===== config.mk =====
export PLATFORM = sky130hd
export DESIGN_NAME = sar_seq
export DESIGN_NICKNAME = d
export VERILOG_FILES = /design/src/rtl/sar_seq.sv
export SDC_FILE = /design/constraint.sdc
export NUM_CORES = 1
export LEC_CHECK = 0
export BUFFER_PORTS_ARGS = -buffer_cell sky130_fd_sc_hd__buf_2
export CORE_UTILIZATION = 30
export DETAILED_ROUTE_END_ITERATION = 12
export GPL_TIMING_DRIVEN = 0
export PLACE_DENSITY = 0.57
export SYNTH_ARGS = -nofsm -noshare
export SYNTH_HDL_FRONTEND = slang
export SYNTH_SLANG_ARGS = --single-unit

===== constraint.sdc =====
create_clock -name clk -period 3.9 [get_ports clk]
set_clock_uncertainty 0.2 [all_clocks]
set_input_delay 1.17 -clock clk [delete_from_list [all_inputs] [get_ports clk]]
set_output_delay 1.17 -clock clk [all_outputs]
set_load 0.1 [all_outputs]

===== src/rtl/sar_seq.sv =====
module sar_seq #(
  parameter int CH_W       = 2,
  parameter int SETTLE_CYC = 125
) (
  input  logic            clk,
  input  logic            rst_n,
  input  logic            cmp_en,
  input  logic            run,
  input  logic [CH_W-1:0] chan_sel,
  input  logic [4:0]      tsel,
  input  logic            cmp_in,
  output logic            sh_sample,
  output logic [9:0]      dac_code,
  output logic [CH_W-1:0] mux_sel,
  output logic [15:0]     res16,
  output logic [7:0]      res8,
  output logic            eoc_irq
);
  localparam int ST_W = $clog2(SETTLE_CYC + 1);

  typedef enum logic [1:0] {IDLE, SAMP, CONV} st_t;

  st_t             st_q;
  logic [ST_W-1:0] settle_q;
  logic [6:0]      cnt_q;
  logic [3:0]      bit_q;
  logic [9:0]      sar_q;
  logic [9:0]      res_q;

  wire        ready    = settle_q == ST_W'(SETTLE_CYC);
  wire [5:0]  step_len = {1'b0, tsel} + 6'd1;
  wire [6:0]  cnt_lim  = (st_q == SAMP) ? {step_len, 1'b0} - 7'd1 : {1'b0, step_len} - 7'd1;
  wire        last     = cnt_q == cnt_lim;
  wire        chan_chg = chan_sel != mux_sel;
  wire [9:0]  bit_mask = 10'd1 << bit_q;
  wire [9:0]  resolved = cmp_in ? sar_q : (sar_q & ~bit_mask);

  assign sh_sample = st_q == SAMP;
  assign dac_code  = sar_q;
  assign res16     = {res_q, 6'b0};
  assign res8      = res_q[9:2];

  always_ff @(posedge clk or negedge rst_n) begin
    if (!rst_n)          settle_q <= '0;
    else if (!cmp_en)    settle_q <= '0;
    else if (!ready)     settle_q <= settle_q + 1'b1;
  end

  always_ff @(posedge clk or negedge rst_n) begin
    if (!rst_n) begin
      st_q    <= IDLE;
      cnt_q   <= '0;
      bit_q   <= '0;
      sar_q   <= '0;
      res_q   <= '0;
      mux_sel <= '0;
      eoc_irq <= 1'b0;
    end else begin
      eoc_irq <= 1'b0;
      if (st_q == IDLE) begin
        mux_sel <= chan_sel;
        if (run && ready) begin
          st_q  <= SAMP;
          cnt_q <= '0;
          sar_q <= '0;
        end
      end else if (!run || !cmp_en) begin
        st_q  <= IDLE;
        sar_q <= '0;
      end else if (chan_chg) begin
        mux_sel <= chan_sel;
        st_q    <= SAMP;
        cnt_q   <= '0;
        sar_q   <= '0;
      end else if (!last) begin
        cnt_q <= cnt_q + 7'd1;
      end else if (st_q == SAMP) begin
        st_q  <= CONV;
        cnt_q <= '0;
        bit_q <= 4'd9;
        sar_q <= 10'h200;
      end else begin
        cnt_q <= '0;
        if (bit_q == 4'd0) begin
          res_q   <= resolved;
          eoc_irq <= 1'b1;
          st_q    <= SAMP;
          sar_q   <= '0;
        end else begin
          sar_q <= resolved | (10'd1 << (bit_q - 4'd1));
          bit_q <= bit_q - 4'd1;
        end
      end
    end
  end
endmodule


==> qor.tcl <==
set qor(status) {finished, final reports clean}
set qor(placed_area_mm2) 0.003502
set qor(critPathMaxFanout) 8
set qor(final_layout_size_suffix_gt1_share_pct) 27.90
set qor(core-area_mm2) 0.009864
set qor(number_of_antenna_violations_at_the_first_check_in_global_routing) 0
set qor(post_synth.cell_area_avg_um2) 8.907
set qor(total_power_mw) 0.9278
set qor(final_cell_count_no_fill) 538
set qor(timing.critical_path.slowest_cell_delay_ps) 490
set qor(drt-vias-per-instance) 5.022
set qor(grt_first_pass_wirelength_um) 11960
set qor(stdcell_area_mm2) 0.003749
set qor(met3_usage_pct) 2.151
set qor(clock_tree_from_tritoncts) {built}
set qor(max_cap_viol_count) 0
set qor(p_switching_mw) 0.2647
set qor(routabilityCongestion) 0.7671
set qor(crit_chain) {buf_8 -> ha_4 -> or4b_4 -> a21oi_4 -> o21a_1 -> o31ai_1 -> or4_1 -> buf_6 -> nor3_4 -> nand4_1 -> buf_6 -> mux2_4}
set qor(routed-via-count) 2702
set qor(overflow) 0
set qor(timing.final.crit_share_pct) 97.75
set qor(cp_common_cell) {buf_6}
set qor(final.hold.worst_slack_ps) 337.2
set qor(finalHoldViolCount) 0
set qor(insertion_delay_ps) 300
set qor(crit_path_end_kind) {flop}
set qor(syn_area_mm2) 0.003073
set qor(site_rows) 36
set qor(async_flop_share_pct) 100.0
set qor(cts.sink_count) 43
set qor(port_buffers) 42
set qor(clock_tree.htree_level_count) 2
set qor(globalRouteTotalUtil_pct) 14.24
set qor(wire_per_inst_um) 13.94
set qor(yosys_register_bits) 43
set qor(synth_enable_flop_cells) 0
set qor(remaining_drc_errors) 0
set qor(nets) 427
set qor(drtIter0Drc) 159
set qor(worst_vdd_drop_mv) 0.1242
set qor(fmax_mhz) 262.3
set qor(post_synth_num_cell_types) 65
set qor(final_period_demand_of_the_worst_path_ps) 3812
set qor(p_sw_share_pct) 28.53
set qor(io-pin-count) 50
set qor(min-delay-path-class) {flop to flop}
set qor(antenna_cells_inserted) 0
set qor(power.leakage_nw) 1.704
set qor(worst_path_required_ps) 3880
set qor(wirelength_um) 7499
set qor(die_x_um) 103.2
set qor(timing_worst_slew_pin_value_ps) 997.5
set qor(data_arrival_critical_path_ps) 3800
set qor(first_global_vias) 2531
set qor(start_util_pct) 31.15
set qor(die_area_mm2) 0.01065
set qor(synth_seq_area_share_pct) 35.02
set qor(ys_warn_count) 0
set qor(rsz0062_at_grt) {yes}
set qor(power.combinational.fraction_pct) 16.2
set qor(start_kind) {input port}
set qor(max_slew_margin_pct) 33.50
set qor(power.density_cell_area_mw_per_mm2) 247.5
set qor(synth_flop_cell) {dfrtp_1}
set qor(maximum_number_of_pins_on_one_net_before_global_route_repair) 44
set qor(internal_power_mw) 0.6631
set qor(half_perimeter_wire_length_after_placement_um) 5368
set qor(globalRouteMet2Util_pct) 24.41
set qor(cts-buffers-inserted) 5
set qor(drtPass1Iterations) 4
set qor(num-fill-cells) 968
set qor(critical_path_class) {input port to flop}
set qor(timing_max_transition_violations_final) 0
set qor(detail-route-antenna-nets) 0
set qor(pwr-share-seq_pct) 49.4
set qor(clk_root_buffer_cell) {clkbuf_8}
set qor(grt-busiest-layer) {met2}
set qor(worst_path_max_delay_cell) {or4b_4}
set qor(die_h_um) 103.2
set qor(global_route.usage.met1_pct) 19.20
set qor(area_growth_pct) 21.99
set qor(finalSetupViolCount) 0
set qor(post-route-util_pct) 38.00
set qor(cts-hold-fix-buffers) 0
set qor(clock_power_share_pct) 34.4
set qor(synthesis.instances) 345
set qor(dp.cells) 525
set qor(cts_buffer_depth) 2
set qor(clkSlewWorstSetupHoldPaths_ps) 80
power groups by stage:
stage / Sequential (mW) / Clock [mW] / Combinational, mW
2_1_floorplan: 0.474 / 0 / 0.0995
4_1_cts: 0.458 / 0.330 / 0.147
3_3_place_gp: 0.467 / 0 / 0.140
6_report: 0.458 / 0.319 / 0.151
5_1_grt: 0.460 / 0.347 / 0.165
3_5_place_dp: 0.467 / 0 / 0.142
cell usage in the layout (no fill, tap or decap), types with 8 or more instances in the layout:
cell type  netlist  routed
nand2_1         45      44
dfrtp_1         43      43
buf_2            6      42
buf_4           14      20
nor2_1          18      18
inv_1           17      17
o21ai_0         14      14
nand3_1         13      13
ha_1            11       9
nor3_1           8       8
xnor2_1          8       8
mux2i_1          9       8
a32o_1           8       8
a31oi_1          9       8
sequential cells by signal, indices dropped and copies added, names as in the netlist:
name	cells
eoc_irq	1
bit_q	4
mux_sel	2
dac_code	10
st_q	2
cnt_q	7
settle_q	7
res_q	10
final timing paths:
| kind | endpoint | slack (ps) | depth (start not counted) | startpoint |
|---|---|---|---|---|
| max | res_q[7]$_DFFE_PN0P_ | 90 | 12 | tsel[0] |
| min | dac_code[9]$_DFFE_PN0P_ | 340 | 1 | dac_code[9]$_DFFE_PN0P_ |
| max reg2reg | res_q[7]$_DFFE_PN0P_ | 510 | 13 | st_q[1]$_DFFE_PN0P_ |
| min reg2reg | dac_code[9]$_DFFE_PN0P_ | 340 | 1 | dac_code[9]$_DFFE_PN0P_ |
| max in group asynchronous | bit_q[3]$_DFFE_PN0P_ | 2040 | 1 | rst_n |
| min in group asynchronous | res_q[5]$_DFFE_PN0P_ | 830 | 1 | rst_n |
final cells by class:
type	count	area [um^2]	area share (%)
Clock inverter	1	7.507	0.2003
Tap cell	133	166.4	4.439
Sequential cell	43	1076	28.70
Clock buffer	7	96.34	2.570
Multi-Input combinational cell	256	1831	48.83
Inverter	18	67.56	1.802
Timing Repair Buffer	49	291.5	7.777
Buffer	31	212.7	5.674
metrics by stage:
stage | setup TNS (ps) | setup slack (ps)
2_1_floorplan | -1068 | -120.6
3_3_place_gp | -14090 | -585.1
3_5_place_dp | -14580 | -607.5
4_1_cts | 0 | 1.667
5_1_grt | 0 | 0.2753
6_report | 0 | 87.67
synthesized netlist by cell type (3+ instances only):
cell type	instances	area (um^2)
a31oi_1	9	56.30
buf_4	14	105.1
and2_1	6	37.54
xor2_1	6	52.55
a31o_2	4	35.03
o31ai_1	3	22.52
nand2b_1	3	18.77
ha_1	11	137.6
mux2i_1	9	90.09
nor2b_1	4	25.02
and3_1	5	31.28
clkbuf_1	11	41.29
mux2_4	4	60.06
nor2_1	18	67.56
buf_2	6	30.03
o21ai_0	14	70.07
xnor2_1	8	70.07
or2_2	5	31.28
nor3_1	8	40.04
a32o_1	8	80.08
nand3_1	13	65.06
nand4_1	6	37.54
a21oi_1	6	30.03
inv_1	17	63.81
o311ai_0	4	35.03
a21boi_0	5	37.54
nand2_1	45	168.9
dfrtp_1	43	1076
repair_timing:
item / 4_1_cts / 5_1_grt
endpoints found under the setup margin: 28 / 20
gates cloned: 0 / 0
buffers inserted: 6 / 1
resized for setup: 11 / 13
pin swaps: 7 / 6
critical path: cells and delay by family:
family          cells  cell delay (ps)
buf+inv             3              450
simple gates        4             1320
fa+ha+maj           1              230
mux                 1              290
compound gates      3              320
kinds of logic after synthesis:
logic type | synth area share [%]
other | 0.1220
adders and majority gates | 4.479
xor gates and xnor gates | 4.723
buffers and inverters | 8.672
muxes | 5.619
and+or+nand+nor | 21.78
DFF | 35.02
AOI/OAI and AO/OA | 19.58
metal layers:
layer / vias to the layer above / part of all wire [%]
met5: - / 0
met4: 0 / 0.51
met3: 4 / 3.5
met2: 48 / 48
met1: 1315 / 48
li1: 1335 / -
Note: power is estimated with default switching activity, not from simulation.
